`src/rtl/scd_pkg.sv`:
```
package scd_pkg;
  // Outcome of one access against a descriptor
  typedef enum logic [1:0] {
    SCD_OK      = 2'd0,
    SCD_CLIPPED = 2'd1,
    SCD_EMPTY   = 2'd2
  } scd_res_e;
endpackage

```
`src/rtl/scd_desc_table.sv`:
```
module scd_desc_table #(
  parameter int NUM_CH = 4,
  parameter int ADDR_W = 12,
  localparam int CH_W = $clog2(NUM_CH)
) (
  input  logic              clk,
  input  logic              rst_n,
  input  logic              cfg_we,
  input  logic [CH_W-1:0]   cfg_ch,
  input  logic [ADDR_W-1:0] cfg_cur,
  input  logic [ADDR_W-1:0] cfg_final,
  input  logic              upd_en,
  input  logic [CH_W-1:0]   upd_ch,
  input  logic [ADDR_W-1:0] upd_cur,
  input  logic [CH_W-1:0]   rd_ch,
  output logic [ADDR_W-1:0] rd_cur,
  output logic [ADDR_W-1:0] rd_final
);
  logic [ADDR_W-1:0] head_q [NUM_CH];
  logic [ADDR_W-1:0] end_q  [NUM_CH];

  for (genvar g = 0; g < NUM_CH; g++) begin : g_slot
    always_ff @(posedge clk) begin
      if (!rst_n) begin
        head_q[g] <= '0;
        end_q[g]  <= '0;
      end else if (cfg_we && cfg_ch == CH_W'(g)) begin
        head_q[g] <= cfg_cur;
        end_q[g]  <= cfg_final;
      end else if (upd_en && upd_ch == CH_W'(g)) begin
        head_q[g] <= upd_cur;
      end
    end
  end

  assign rd_cur   = head_q[rd_ch];
  assign rd_final = end_q[rd_ch];

  // Request gating at the top must keep the two write ports apart
  assert_no_port_clash_R10: assert property (@(posedge clk) disable iff (!rst_n)
    !(cfg_we && upd_en));
endmodule

```
`src/rtl/scd_advance.sv`:
```
module scd_advance #(
  parameter int ADDR_W = 12,
  parameter int CNT_W  = 3
) (
  input  logic [ADDR_W-1:0]    cur,
  input  logic [ADDR_W-1:0]    fin,
  input  logic [CNT_W-1:0]     count,
  output logic [ADDR_W-1:0]    new_cur,
  output logic [CNT_W-1:0]     granted,
  output scd_pkg::scd_res_e    res
);
  import scd_pkg::*;
  logic [ADDR_W-1:0] remain;
  logic [ADDR_W-1:0] count_ext;

  assign remain    = fin - cur;
  assign count_ext = {{(ADDR_W-CNT_W){1'b0}}, count};

  always_comb begin
    if (cur >= fin) begin
      res     = SCD_EMPTY;
      granted = '0;
      new_cur = cur;
    end else if (count_ext > remain) begin
      res     = SCD_CLIPPED;
      granted = remain[CNT_W-1:0];
      new_cur = fin;
    end else begin
      res     = SCD_OK;
      granted = count;
      new_cur = cur + count_ext;
    end
  end

  // Head never passes the end unless it was already there
  always_comb begin
    assert_head_bound_R6: assert (new_cur <= fin || new_cur == cur);
  end
endmodule

```
`src/rtl/scd_rsp_reg.sv`:
```
module scd_rsp_reg #(
  parameter int ADDR_W = 12,
  parameter int CNT_W  = 3,
  parameter int NUM_BANKS = 4
) (
  input  logic              clk,
  input  logic              rst_n,
  input  logic              load,
  input  logic [ADDR_W-1:0] in_base,
  input  logic [CNT_W-1:0]  in_count,
  input  logic              in_err,
  output logic              out_valid,
  input  logic              out_ready,
  output logic [ADDR_W-1:0] out_base,
  output logic [CNT_W-1:0]  out_count,
  output logic              out_err
);
  always_ff @(posedge clk) begin
    if (!rst_n) begin
      out_valid <= 1'b0;
      out_base  <= '0;
      out_count <= '0;
      out_err   <= 1'b0;
    end else if (load) begin
      out_valid <= 1'b1;
      out_base  <= in_base;
      out_count <= in_count;
      out_err   <= in_err;
    end else if (out_ready) begin
      out_valid <= 1'b0;
    end
  end

  assert_hold_on_stall_R9: assert property (@(posedge clk) disable iff (!rst_n)
    (out_valid && !out_ready) |=> (out_valid && $stable(out_base) &&
                                   $stable(out_count) && $stable(out_err)));
  assert_grant_limit_R3: assert property (@(posedge clk) disable iff (!rst_n)
    out_valid |-> (int'(out_count) <= NUM_BANKS));
endmodule

```
`src/rtl/scd_ctrl.sv`:
```
module scd_ctrl #(
  parameter int NUM_CH    = 4,
  parameter int NUM_BANKS = 4,
  parameter int ADDR_W    = 12,
  localparam int CH_W   = $clog2(NUM_CH),
  localparam int BANK_W = $clog2(NUM_BANKS),
  localparam int CNT_W  = $clog2(NUM_BANKS + 1),
  localparam int ROW_W  = ADDR_W - BANK_W
) (
  input  logic              clk,
  input  logic              rst_n,
  input  logic              cfg_we,
  input  logic [CH_W-1:0]   cfg_ch,
  input  logic [ADDR_W-1:0] cfg_cur,
  input  logic [ADDR_W-1:0] cfg_final,
  input  logic              req_valid,
  output logic              req_ready,
  input  logic [CH_W-1:0]   req_ch,
  input  logic [CNT_W-1:0]  req_count,
  output logic              rsp_valid,
  input  logic              rsp_ready,
  output logic [ADDR_W-1:0] rsp_base,
  output logic [BANK_W-1:0] rsp_bank,
  output logic [ROW_W-1:0]  rsp_row,
  output logic [CNT_W-1:0]  rsp_count,
  output logic              rsp_err
);
  import scd_pkg::*;

  logic              fire;
  logic [ADDR_W-1:0] cur, fin, new_cur;
  logic [CNT_W-1:0]  granted;
  scd_res_e          res;

  assign req_ready = (!rsp_valid || rsp_ready) && !cfg_we;
  assign fire      = req_valid && req_ready;

  scd_desc_table #(.NUM_CH(NUM_CH), .ADDR_W(ADDR_W)) u_table (
    .clk(clk), .rst_n(rst_n),
    .cfg_we(cfg_we), .cfg_ch(cfg_ch), .cfg_cur(cfg_cur), .cfg_final(cfg_final),
    .upd_en(fire), .upd_ch(req_ch), .upd_cur(new_cur),
    .rd_ch(req_ch), .rd_cur(cur), .rd_final(fin)
  );

  scd_advance #(.ADDR_W(ADDR_W), .CNT_W(CNT_W)) u_adv (
    .cur(cur), .fin(fin), .count(req_count),
    .new_cur(new_cur), .granted(granted), .res(res)
  );

  scd_rsp_reg #(.ADDR_W(ADDR_W), .CNT_W(CNT_W), .NUM_BANKS(NUM_BANKS)) u_rsp (
    .clk(clk), .rst_n(rst_n), .load(fire),
    .in_base(cur), .in_count(granted), .in_err(res != SCD_OK),
    .out_valid(rsp_valid), .out_ready(rsp_ready),
    .out_base(rsp_base), .out_count(rsp_count), .out_err(rsp_err)
  );

  // Power-of-two striping: bank is the low bits, row the rest
  assign rsp_bank = rsp_base[BANK_W-1:0];
  assign rsp_row  = rsp_base[ADDR_W-1:BANK_W];

  assert_rsp_follows_req_R3: assert property (@(posedge clk) disable iff (!rst_n)
    $rose(rsp_valid) |-> $past(req_valid && req_ready));
endmodule

```
`config.mk`:
```
export PLATFORM = sky130hd
export DESIGN_NAME = scd_ctrl
export DESIGN_NICKNAME = d
export VERILOG_FILES = /design/src/rtl/scd_pkg.sv /design/src/rtl/scd_desc_table.sv /design/src/rtl/scd_advance.sv /design/src/rtl/scd_rsp_reg.sv /design/src/rtl/scd_ctrl.sv
export SDC_FILE = /design/constraint.sdc
export NUM_CORES = 1
export LEC_CHECK = 0
export ABC_AREA = 1
export CORE_ASPECT_RATIO = 1.4
export CORE_MARGIN = 2
export CORE_UTILIZATION = 58
export DETAILED_ROUTE_END_ITERATION = 10
export PLACE_DENSITY = 0.87
export SLEW_MARGIN = 5
export SYNTH_ARGS = -nofsm -noshare
export SYNTH_HDL_FRONTEND = slang
export SYNTH_SLANG_ARGS = --single-unit
```
`constraint.sdc`:
```
create_clock -name clk -period 5.7 [get_ports clk]
set_input_delay 1.14 -clock clk [delete_from_list [all_inputs] [get_ports clk]]
set_output_delay 1.14 -clock clk [all_outputs]
set_load 0.05 [all_outputs]
```
==> metrics.md <==
| Metric | Value |
|---|---|
| CTS HTree Levels | `4` |
| Sequential power share | `0.362` |
| R2R setup slack | `1820 ps` |
| Placement Rows | `47` |
| DIE AREA | `0.0129 mm^2` |
| Share of post-route cells with drive strength above 1 | `0.0902` |
| Via-per-instance ratio | `5.97` |
| Switching Power | `around 0.00086 W` |
| Largest fanout on the critical path | `24` |
| Hold_sp | `u_rsp.out_count[0]` |
| CTS root buf | `clkbuf_16` |
| TritonCTS clock tree | `yes` |
| Post-Syn Area per Cell | `7.79 um^2` |
| Final net count | `1008` |
| Critical Path AT | `5190 ps` |
| Mapped Cells | `892` |
| Fillers | `between 900 and 1k` |
| Cell Int Power | `0.00185 W` |
| Vias | `6640` |
| DR DRC count | `0` |
| CP startpoint kind | `input port` |
| Longest Clk Path Bufs | `2` |
| Die Ht | `about 130 um` |
| Hold depth | `2` |
| Worst-margin pin slew | `1010 ps` |
| Core ar. | `around 0.012 mm^2` |
| RSZ-0062 raised after global routing | `no` |
| Wire per inst | `18.8 um` |
| R2R Path End | `u_table.head_q[0][1]` |
| Final setup TNS | `0 ps` |
| Global-route wire length before repair | `~32000 um` |
| Crit Path Class | `in -> reg` |
| Drt total wl | `roughly 21000 um` |
| Clk sinks | `113` |
| Latest clock arrival within the worst-skew pair | `roughly 420 ps` |
| Initial antenna violation count | `0` |
| Period utilization | `0.889` |
| Total GRT Usage | `0.341` |
| Post-layout util | `0.706` |
| Most frequent cells in the layout | `nand2_1 (253), nand3_1 (118), inv_1 (105)` |
| Post-route minimum period | `5060 ps` |
| Layout Skew | `6.56 ps` |
| Area occupied by multi-input gates | `0.00305 mm^2` |
| Pwr/cell area | `326 mW/mm^2` |
| Post-Syn Nets | `948` |
| Max cap viols | `0` |
| Final Hold Fails | `0` |
| TritonCTS Buffers | `17` |
| Dpl hpwl | `14600 um` |
| Most common cell after layout, fill and taps aside | `nand2_1` |
| Worst VDD drop | `between 0.2 and 0.3 mV` |
| Antenna-violating nets left | `0` |
| LEAKAGE | `~3.7 nW` |
| Sequential fraction of the synthesis area | `0.464` |
| Clock transition at path regs | `50 ps` |
| Combinational Power Share | `0.247` |
| Library cells used by synthesis | `40` |
| Storage cell area | `0.00322 mm^2` |
| Sw Ratio | `0.317` |
| Worst R2R Path Depth | `23` |
| Diode count | `0` |
| Crit. End Element | `flop` |
| CP Data Required Time | `5830 ps` |
| Vias in the first global route | `approximately 6.5k` |
| Pre-antenna DRT Iters | `8` |
| Mapped Area | `0.00695 mm^2` |
| Final setup vio count | `0` |
| FF+latch count, synth | `approximately 110` |
| Yosys warns | `0` |
| Fmax achieved | `197 MHz` |
| RR Startpoint | `u_table.end_q[1][0]` |
| Hold-fix buffers at CTS | `0` |
| Final global-route overflow total | `0` |
| Post-CTS setup buffers | `0` |
| Hold Path End | `u_rsp.out_count[0]` |
| Rel. slew slack | `0.322` |
| Post_cts resized | `0` |
| Pins Over Slew Limit | `0` |
| PortBufs | `65` |
| Largest net degree at the start of global routing | `27` |
| Status | `finished, final reports clean` |
| Starting DRT DRC Count | `approximately 900` |
| Initial Util | `0.591` |
| I/O pin total | `66` |
| DIE WIDTH | `96.5 um` |
| GP Congestion | `0.975` |
| Layout area overhead | `19.4%` |
| Clock share of power | `0.391` |
| Hold/Removal Path Class | `reg -> reg` |
-- worst max path at each step --
stage | start | to | slack, ps | cells past startpoint
3_5_place_dp | req_ch[1] | u_table.head_q[0][1] | 350 | 25
2_1_floorplan | req_ch[0] | u_table.head_q[1][5] | 1180 | 25
4_1_cts | req_ch[1] | u_table.head_q[0][0] | 720 | 25
3_3_place_gp | req_ch[1] | u_table.head_q[1][1] | 540 | 25
6_report | req_ch[1] | u_table.head_q[0][1] | 640 | 25
5_1_grt | req_ch[1] | u_table.head_q[0][1] | 350 | 25
-- worst max-delay path: stages --
cell and delay, ps:
clkdlybuf4s50_1 710, nor2_2 140, nand2_1 90, nand2_1 60, a221oi_1 280, buf_4 230
ha_1 150, inv_1 70, fa_1 430, xnor2_1 180, ha_1 310, nand2_1 70
nor2_1 90, nor2_1 50, nor2_1 90, nand3_1 80, nor2_1 100, nand3_1 90
nor2_2 140, nand2_1 110, buf_12 170, nand2_1 70, nand3_1 140, nand3_1 120
o21ai_0 90
-- power by group through the flow --
stage                     combinational (W)  clock, W  sequential [W]
after CTS                          0.000653   0.00105        0.000979
after detailed placement           0.000647         0        0.000995
after global routing               0.000729   0.00109        0.000984
after global placement             0.000639         0        0.000991
final                              0.000667   0.00106        0.000980
after floorplan                    0.000426         0         0.00102
-- layer usage --
metal | track usage | part of all wire
met3 | 0.0667 | 0.092
met2 | 0.572 | 0.50
met1 | 0.387 | 0.34
met4 | 0.225 | 0.070
met5 | 0 | 0
-- layout make-up --
class	count	area share
sequential	113	0.388
multi-input combinational	617	0.368
timing repair buffer	87	0.0998
clock buffer	21	0.0531
inverter	116	0.0525
tap	147	0.0222
clock inverter	11	0.0167
-- per-stage QoR --
step | instance area (um^2) | cells | setup WS (ps) | power (W) | hold slack (ps)
floorplan | 6950 | 892 | 1180 | 0.00144 | 513
global placement | 7720 | 1080 | 542 | 0.00163 | 458
detailed placement | 7720 | 1080 | 354 | 0.00164 | 461
CTS | 8300 | 1112 | 722 | 0.00268 | 468
global route | 8300 | 1112 | 350 | 0.00281 | 492
finish | 8300 | 1112 | 636 | 0.00271 | 467
-- sequential cells by signal, summed over array words and instances, names as in the netlist --
name,cells
u_rsp.out_valid,1
u_rsp.out_count,3
u_table.end_q,48
u_rsp.out_err,1
u_rsp.out_base,12
u_table.head_q,48
-- cells in the mapped netlist --
| master | number | area [um^2] |
|---|---|---|
| a21oi_1 | 24 | 120 |
| a221oi_1 | 9 | 78.8 |
| a221oi_2 | 1 | 15.0 |
| a22o_1 | 2 | 17.5 |
| a22oi_1 | 7 | 52.6 |
| a31oi_1 | 1 | 6.26 |
| and2_0 | 1 | 6.26 |
| and2_1 | 3 | 18.8 |
| buf_1 | 1 | 3.75 |
| buf_2 | 12 | 60.1 |
| buf_4 | 13 | 97.6 |
| buf_6 | 2 | 22.5 |
| clkbuf_1 | 18 | 67.6 |
| clkinv_1 | 1 | 3.75 |
| dfxtp_1 | 17 | 340 |
| edfxtp_1 | 96 | 2880 |
| fa_1 | 2 | 40.0 |
| ha_1 | 18 | 225 |
| inv_1 | 105 | 394 |
| inv_2 | 10 | 37.5 |
| nand2_1 | 253 | 950 |
| nand2_2 | 7 | 43.8 |
| nand3_1 | 118 | 591 |
| nand3_2 | 3 | 30.0 |
| nand3b_1 | 2 | 15.0 |
| nand4_1 | 5 | 31.3 |
| nand4_2 | 3 | 37.5 |
| nand4_4 | 1 | 21.3 |
| nor2_1 | 82 | 308 |
| nor2_2 | 5 | 31.3 |
| nor2_4 | 2 | 22.5 |
| nor3_1 | 5 | 25.0 |
| nor3_2 | 1 | 10.0 |
| nor4_1 | 1 | 6.26 |
| o211ai_1 | 1 | 7.51 |
| o21ai_0 | 29 | 145 |
| o21ai_1 | 22 | 110 |
| or2_2 | 2 | 12.5 |
| xnor2_1 | 2 | 17.5 |
| xor2_1 | 5 | 43.8 |
-- cell families (layout without fill, tap and decap cells) --
family,count (synthesis),after routing,synth area share
AND/OR/NAND/NOR,494,494,0.311
buffers and inverters,162,235,0.0988
flip-flops,113,113,0.464
AO/OA/AOI/OAI,96,96,0.0796
adder cells (fa/ha/maj),20,20,0.0382
XOR/XNOR,7,7,0.00882
No activity file was read; power rests on OpenSTA's default activity.
